File: config.mk
export PLATFORM = sky130hd
export DESIGN_NAME = mbox_bridge
export DESIGN_NICKNAME = d
export VERILOG_FILES = /design/src/rtl/mbox_pkg.sv /design/src/rtl/mbox_decode.sv /design/src/rtl/mbox_slot.sv /design/src/rtl/mbox_timer.sv /design/src/rtl/mbox_reset_seq.sv /design/src/rtl/mbox_bridge.sv
export SDC_FILE = /design/constraint.sdc
export NUM_CORES = 1
export LEC_CHECK = 0
export BUFFER_PORTS_ARGS = -buffer_cell sky130_fd_sc_hd__buf_2
export CAP_MARGIN = 10
export CORE_ASPECT_RATIO = 1.4
export CORE_MARGIN = 4
export CORE_UTILIZATION = 30
export CTS_CLUSTER_SIZE = 20
export DETAILED_ROUTE_END_ITERATION = 6
export PLACE_DENSITY = 0.61
export SYNTH_ARGS = -nofsm -noshare
export SYNTH_HDL_FRONTEND = slang
export SYNTH_SLANG_ARGS = --single-unit
File: constraint.sdc
create_clock -name clk -period 2.27 [get_ports clk]
set_clock_uncertainty 0.1 [all_clocks]
set_input_delay 0.1135 -clock clk [delete_from_list [all_inputs] [get_ports clk]]
set_output_delay 0.1135 -clock clk [all_outputs]
set_load 0.05 [all_outputs]
File: src/rtl/mbox_pkg.sv
// Shared constants and types for the mailbox bridge.
// Assumes a 16-bit host address and byte-wide host data.
package mbox_pkg;
    localparam logic [15:0] ADDR_MASK = 16'hFF06;
    localparam logic [15:0] OFF_OUTB  = 16'h3800;
    localparam logic [15:0] OFF_MBOX  = 16'h3802;
    localparam logic [15:0] OFF_CTRL  = 16'h3804;

    localparam int STAT_OUTB_RDY = 0;
    localparam int STAT_INB_RDY  = 3;
    localparam int STAT_BUSY     = 7;

    typedef enum logic [1:0] {
        SEL_NONE = 2'd0,
        SEL_OUTB = 2'd1,
        SEL_MBOX = 2'd2,
        SEL_CTRL = 2'd3
    } reg_sel_e;
endpackage

File: src/rtl/mbox_decode.sv
// Address decoder: masks the host address and selects one register.
// Assumes the mask folds bit 0 and mirrors the 8-byte window.
module mbox_decode
    import mbox_pkg::*;
#(
    parameter int AW = 16
) (
    input  logic [AW-1:0] addr,
    output reg_sel_e      sel
);
    logic [15:0] masked;

    // Fold the address and pick the register it names.
    always_comb begin
        masked = addr[15:0] & ADDR_MASK;
        unique case (masked)
            OFF_OUTB: sel = SEL_OUTB;
            OFF_MBOX: sel = SEL_MBOX;
            OFF_CTRL: sel = SEL_CTRL;
            default:  sel = SEL_NONE;
        endcase
    end
endmodule

File: src/rtl/mbox_slot.sv
// One-byte mailbox with a ready flag.
// Priority: clear > put > take. Data is kept on clear.
module mbox_slot #(
    parameter int DW = 8
) (
    input  logic          clk,
    input  logic          rst_n,
    input  logic          clr,
    input  logic          put,
    input  logic [DW-1:0] put_data,
    input  logic          take,
    output logic [DW-1:0] data,
    output logic          ready
);
    // Hold the byte and track whether it is unread.
    always_ff @(posedge clk) begin
        if (!rst_n) begin
            data  <= '0;
            ready <= 1'b0;
        end else if (clr) begin
            ready <= 1'b0;
        end else if (put) begin
            data  <= put_data;
            ready <= 1'b1;
        end else if (take) begin
            ready <= 1'b0;
        end
    end
endmodule

File: src/rtl/mbox_timer.sv
// Busy countdown: a nonzero load sets busy, each clock decrements,
// busy drops when the count reaches zero. Clear has priority.
module mbox_timer #(
    parameter int TW = 16
) (
    input  logic          clk,
    input  logic          rst_n,
    input  logic          clr,
    input  logic          load,
    input  logic [TW-1:0] load_val,
    output logic          busy,
    output logic [TW-1:0] count
);
    localparam logic [TW-1:0] ONE = TW'(1);

    // Count down and drop busy on the final step.
    always_ff @(posedge clk) begin
        if (!rst_n || clr) begin
            count <= '0;
            busy  <= 1'b0;
        end else if (load && load_val != '0) begin
            count <= load_val;
            busy  <= 1'b1;
        end else if (count != '0) begin
            count <= count - ONE;
            if (count == ONE) busy <= 1'b0;
        end
    end
endmodule

File: src/rtl/mbox_reset_seq.sv
// Coprocessor reset sequencer: hold level from the control bit, a
// one-cycle pulse on its rising write, and a run flag after WAIT clocks.
module mbox_reset_seq #(
    parameter int WAIT_CYCLES = 65536
) (
    input  logic clk,
    input  logic rst_n,
    input  logic ctrl_we,
    input  logic ctrl_bit,
    output logic hold,
    output logic run,
    output logic rst_pulse
);
    localparam int CW = $clog2(WAIT_CYCLES + 1);
    localparam logic [CW-1:0] LAST = CW'(WAIT_CYCLES - 1);

    logic [CW-1:0] cnt;

    // Edge detect on the control bit against the held level.
    always_comb rst_pulse = ctrl_we && ctrl_bit && !hold;

    // Track the hold level written by the host.
    always_ff @(posedge clk) begin
        if (!rst_n)       hold <= 1'b0;
        else if (ctrl_we) hold <= ctrl_bit;
    end

    // Count the post-release delay and raise run at its end.
    always_ff @(posedge clk) begin
        if (!rst_n || rst_pulse || hold) begin
            cnt <= '0;
            run <= 1'b0;
        end else if (!run) begin
            if (cnt == LAST) run <= 1'b1;
            else             cnt <= cnt + 1'b1;
        end
    end
endmodule

File: src/rtl/mbox_bridge.sv
// Host-to-coprocessor mailbox bridge top. Host strobes are single-cycle
// and read data is combinational; coprocessor inputs are gated by run.
module mbox_bridge
    import mbox_pkg::*;
#(
    parameter int AW          = 16,
    parameter int DW          = 8,
    parameter int TW          = 16,
    parameter int WAIT_CYCLES = 65536
) (
    input  logic          clk,
    input  logic          rst_n,
    input  logic [AW-1:0] host_addr,
    input  logic          host_rd,
    input  logic          host_wr,
    input  logic [DW-1:0] host_wdata,
    output logic [DW-1:0] host_rdata,
    output logic [DW-1:0] cop_rx_data,
    output logic          cop_rx_ready,
    input  logic          cop_rx_take,
    input  logic [DW-1:0] cop_tx_data,
    input  logic          cop_tx_load,
    input  logic          timer_load,
    input  logic [TW-1:0] timer_value,
    output logic          cop_hold,
    output logic          cop_run
);
    reg_sel_e      host_sel;
    logic [DW-1:0] outb_data;
    logic          outb_ready;
    logic          busy;
    logic [TW-1:0] tmr_count;
    logic          rst_pulse;
    logic          rd_outb, rd_mbox, wr_mbox, wr_ctrl;
    logic          tx_put, rx_take, tmr_load, tmr_clr;
    logic [DW-1:0] status;

    mbox_decode #(.AW(AW)) u_dec (.addr(host_addr), .sel(host_sel));

    // Qualify strobes with the decoded register and gate coprocessor inputs.
    always_comb begin
        rd_outb  = host_rd && host_sel == SEL_OUTB;
        rd_mbox  = host_rd && host_sel == SEL_MBOX;
        wr_mbox  = host_wr && host_sel == SEL_MBOX;
        wr_ctrl  = host_wr && host_sel == SEL_CTRL;
        tx_put   = cop_tx_load && cop_run;
        rx_take  = cop_rx_take && cop_run;
        tmr_load = timer_load && cop_run;
        tmr_clr  = rst_pulse || rd_mbox;
    end

    mbox_reset_seq #(.WAIT_CYCLES(WAIT_CYCLES)) u_rst (
        .clk(clk), .rst_n(rst_n), .ctrl_we(wr_ctrl), .ctrl_bit(host_wdata[0]),
        .hold(cop_hold), .run(cop_run), .rst_pulse(rst_pulse)
    );

    mbox_slot #(.DW(DW)) u_outb (
        .clk(clk), .rst_n(rst_n), .clr(rst_pulse), .put(tx_put),
        .put_data(cop_tx_data), .take(rd_outb),
        .data(outb_data), .ready(outb_ready)
    );

    mbox_slot #(.DW(DW)) u_inb (
        .clk(clk), .rst_n(rst_n), .clr(rst_pulse), .put(wr_mbox),
        .put_data(host_wdata), .take(rx_take),
        .data(cop_rx_data), .ready(cop_rx_ready)
    );

    mbox_timer #(.TW(TW)) u_tmr (
        .clk(clk), .rst_n(rst_n), .clr(tmr_clr), .load(tmr_load),
        .load_val(timer_value), .busy(busy), .count(tmr_count)
    );

    // Assemble the status byte and mux the host read data.
    always_comb begin
        status                = '0;
        status[STAT_OUTB_RDY] = outb_ready;
        status[STAT_INB_RDY]  = cop_rx_ready;
        status[STAT_BUSY]     = busy;
        host_rdata            = '0;
        if (host_rd) begin
            case (host_sel)
                SEL_OUTB: host_rdata = outb_ready ? outb_data : '0;
                SEL_CTRL: host_rdata = status;
                default:  host_rdata = '0;
            endcase
        end
    end
endmodule

======== After elaboration in Yosys (flattened, before gate mapping) ========
Cells that the tools add are included.
storage, ports and cells
  bits in registers ....................... 54
  input bits .............................. 55
  output and inout port bits .............. 19
  logic and storage cells ................. 65
operators by class
  add/sub/neg operators ................... 2
  equal/unequal tests ..................... 8
  muxes and demuxes ....................... 15
  bitwise logic cells ..................... 4
  reduce and logical (&&, ||, !) cells .... 27
operator list
  kind                                                count
  2-to-1 mux 16 bit                                   2
  nonzero test 16 bit                                 2
  == test 10 x 8 -> 1 bit, second input constant      3
  adder 17 x 1 -> 17 bit, second input constant       1
  == test 17 x 16 -> 1 bit, second input constant     1
  == test 16 x 1 -> 1 bit, second input constant      1
  2-to-1 mux 8 bit                                    2
  case mux 8 bit (2 select lines)                     1
  subtractor 16 x 1 -> 16 bit, second input constant  1
  logical AND 1 bit                                   10
  2-to-1 mux 1 bit                                    9
  AND reduction 2 bit                                 4
  nonzero test 2 bit                                  4
  case mux 2 bit (3 select lines)                     1
  == test 2 bit, second input constant                2
  logical OR 1 bit                                    4
  inverter 1 bit                                      4
  == test 2 x 1 -> 1 bit, second input constant       1
  logical NOT 1 bit                                   2
  OR reduction 2 bit                                  1

======== Longest topological paths before layout ========
  depth in word-level cells ............... 8
  gate-level depth with buffers ........... 9
  gate-level depth less buffers ........... 8

======== Modules after synthesis ========
From an unflattened synthesis, not the netlist that was laid out.
second synthesis, totals
  cell total of the unflattened synthesis .. 326
  area total of the unflattened synthesis .. 2,867.8 sq um
by module, submodules not included
  module          times used  cells each  area each (sq um)
  mbox_timer      1           119         1,018.5
  mbox_reset_seq  1           97          869.6
  mbox_slot       2           40          390.4
  mbox_bridge     1           25          150.1
  mbox_decode     1           5           48.8

======== Worst setup path before layout ========
OpenSTA, ideal clock, no wires.
  path kind ............................... flip-flop to flip-flop
  from .................................... reg u_rst.cnt[5]
  to ...................................... reg u_rst.cnt[14]
  setup time .............................. 0.072 ns
  data arrival time ....................... 2.154 ns
  data required time ...................... 2.098 ns
  setup slack ............................. -0.056 ns
  cell stages (with the launch flop) ...... 10
  buffers on the path ..................... 1
  clock period less this slack ............ 2.326 ns
  cell sequence ........................... dfxtp_1 and3_1 clkbuf_1 nand3_1 nor4_1 ha_1 nor4bb_1 nand2_1 or4_1 a21oi_1
between the ends
  longest elaborated chain between the ends .. 3
RTL lines
  element                                                         line                  RTL
  start: declaration                                              mbox_reset_seq.sv:17  logic [CW-1:0] cnt;
  start signal: assignment                                        mbox_reset_seq.sv:35  else cnt <= cnt + 1'b1;
  branches (longest 3 deep; another with adder 17 x 1 -> 17 bit)  n/a
Several ways; the timed one is not identified.
A chain may end at the register's enable or synchronous reset.

======== Worst setup path after layout ========
  from .................................... reg u_tmr.count[1]
  to ...................................... reg u_tmr.count[0]
between the ends
  longest elaborated chain between the ends .. 2
RTL lines
  element                       line              RTL
  start: declaration            mbox_timer.sv:12  output logic [TW-1:0] count
  start signal: assignment      mbox_timer.sv:22  count <= load_val;
  start signal: assignment      mbox_timer.sv:25  count <= count - ONE;
  nonzero test 16 bit           mbox_timer.sv:24  end else if (count != '0) begin
  nonzero test 2 bit (no line)  n/a
Every way passes these cells.

==> qor.yml <==
critical_path:
  critPathKind: "reg -> reg"
  path_cells: "inv_1, ha_2, or4b_2, nor4_4, xnor2_1, a211oi_2"
  worst-path-stages: 6
  endpoint: "u_tmr.count[0]"
  critPathArrivalTime_ns: 2.28
  crit_fanout: 7
  crit_path_max_incr_delay_ns: 0.70
  crit_family: "simple AND/OR/NAND/NOR gates"
  r2r.worst_path.cells: 6
  r2r-end: "u_tmr.count[0]"
  required_ns: 2.38
  crit_start: "u_tmr.count[1]"
  reg2reg_slack_ns: 0.1
  critPathCaptureType: "flop"
  cp-start-kind: "flop"
  cp_num_buf_inv: 1
  crit_slowest_cell: "or4b_2"
  r2r-start: "u_tmr.count[1]"
die:
  dieArea_mm2: 0.0112
  row_count: 41
  start_util_pct: 31.3
  die_w_um: 90.5
  core_mm2: 0.00913
  ios: 74
  die_h_um: 123
cells_and_area:
  area_growth_pct: 33.0
  register_area_mm2: 0.00108
  multi_input_area_mm2: 0.00169
  drive_above_1_share_pct: 28.1
  fill_cells: 911
  fin_area_mm2: 0.00380
  diodes: 0
  final_nets: 489
sta:
  post-route-min-period_ns: 2.17
  hold_violations: 0
  rsz0062_at_grt: "yes"
  fmax_ghz: 0.461
  max_slew_margin_pct: 58.4
  fin_crit_sh_pct: 95.6
  tightest_slew_ns: 0.623
  drv_slew: 0
  finalSetupTns_ns: 0
  setup_viol: 0
clock_network:
  cts_made_buffers: 5
  cts_buffer_depth: 2
  clk_latency_ns: 0.29
  cts-root-buf: "clkbuf_16"
  path_clk_slew_ns: 0.07
  htreeDepth: 2
  cts_tree: "yes"
  cts_sinks: 54
placed_design:
  dpl_cell_area_mm2: 0.00342
  portBuffers: 67
  post-dp-hpwl_mm: 6.15
  gp_congestion: 0.816
synth:
  synth_fp_nets: 392
  yosysTopAreaCell: "dfxtp_1"
  synthMostInstantiatedCell: "dfxtp_1"
  avgSynthCellArea_um2: 8.57
  synthArstFlopShare_pct: 0
  yosys_warnings: 0
  seq_area_frac_synth_pct: 37.9
  synth-seq-cells: 54
  synth_area_mm2: 0.00286
  yosysTopAreaCellShare_pct: 37.9
  synth_edf_count: 0
  synth_ff_type: "dfxtp_1"
  synth_area_leaders: "dfxtp_1 (38%), nor2_1 (4.7%), mux2i_1 (3.5%), a21oi_1 (3.2%), nand3_1 (3.0%)"
  syn_inst: 333
  ys_types: 53
  synth_common_cells: "dfxtp_1 (54), nor2_1 (36), nand2_1 (19)"
route:
  vias: 2903
  drc: 0
  drt_iter0_drc: 189
  antenna_left: 0
  wl_mm: 8.04
  post_drt_wl_per_cell_um: 14.9
  first_pass_iters: 4
  viasPerCell: 5.40
hold_path:
  min_path_type: "in -> reg"
  min_from: "timer_value[7]"
global_routing:
  grt_pass1_vias: 2789
  grt_max_degree: 21
  grtUsageTotal_pct: 14.1
  overflow: 0
  antenna_found_initial: 0
  grt_pass1_wl_mm: 12.8
run_status:
  status: "completed"
run:
  cap_violations: 0
power:
  p_leak_nw: 1.53
  powerDensity_mw_per_mm2: 980
  ir_drop_uv: 367
==> worst min-delay path by stage <==
stage                          end  slack, ns  depth (start not counted)
detailed placement   u_inb.data[3]       0.28                          3
global route        u_tmr.count[5]       0.01                          3
floorplan           u_tmr.count[1]       0.15                          2
global placement     u_inb.data[6]       0.27                          3
CTS                 u_tmr.count[5]      0.001                          3
finish              u_tmr.count[7]      0.007                          3
==> power by group <==
| group | leakage [nW] | total, mW | switching [mW] | internal [mW] |
|---|---|---|---|---|
| registers | 0.438 | 1.22 | 0.149 | 1.07 |
| clock network | 0.0760 | 0.865 | 0.344 | 0.520 |
| logic | 1.01 | 1.64 | 0.886 | 0.751 |
==> tightest hold or removal path, stage by stage <==
cell and delay, ns:
buf_2 0.11, nand2_1 0.06, a21oi_1 0.06
==> per-stage QoR <==
step                      power (mW)  utilization (%)  hold WS, ns  cells  setup slack [ns]
after floorplan                 2.37                -        0.150    333            0.0336
after global placement          2.75             37.5        0.267    513             0.114
after detailed placement        2.78             37.5        0.280    513            0.0743
after CTS                       3.68             41.2      0.00131    538            0.0511
after global routing            3.93             41.6       0.0134    538           -0.0475
final                           3.72             41.6      0.00696    538            0.0992
==> flip-flops by register name (all words and copies together) (netlist names) <==
register and flops:
u_rst.cnt 17, u_tmr.count 16, u_inb.data 8, u_outb.data 8
u_inb.ready 1, u_outb.ready 1, u_rst.hold 1, u_rst.run 1
u_tmr.busy 1
==> repair_timing <==
item	in CTS	in global routing
hold endpoints to repair	17	0
setup buffers	0	0
resized for setup	0	10
hold buffers	17	0
endpoints found under the setup margin	0	15
==> layout by cell type (no fill, tap or decap), drive strengths merged, types with 4 or more instances in the layout <==
cell type and count:
mux2i 10, inv 8, and3 4, nor2b 11, nand2 19, xor2 8
o21ai 15, dfxtp 54, and2 8, nor2 36, buf 92, nand3 17
o31ai 4, nor4 10, clkbuf 5, a21oi 18, nand4 11, a211oi 10
or4 7, ha 4, xnor2 4, nor3 5, dlygate4sd3 17, o211ai 4
a21boi 9
==> per-layer routing <==
layer  GRT usage [%]  up-vias  part of all wire [%]
li1                -     1431                     -
met2            26.3       91                    52
met4            6.32        0                   2.5
met3            2.98       19                   4.8
met1            15.3     1362                    40
met5               0        -                     0
==> cells by family (layout without fill, tap and decap cells) <==
kind of cell,Yosys count,in the layout,share of synthesized area (%)
and+or+nand+nor,149,149,30.1
AOI/OAI and AO/OA,77,77,18.6
DFF,54,54,37.9
buffers and inverters,27,125,4.47
xor gates and xnor gates,12,12,3.68
muxes,10,10,3.51
adders and majority gates,4,4,1.75
==> layout make-up <==
class                   instances  area share (%)
well taps                     107            3.52
multi-input cells             252            44.5
clock buffers                   5            3.29
flip-flops and latches         54            28.5
inverters                       8           0.791
clock inverters                 3            1.19
repair buffers                109            18.2
Note: power is estimated with default switching activity, not from simulation.
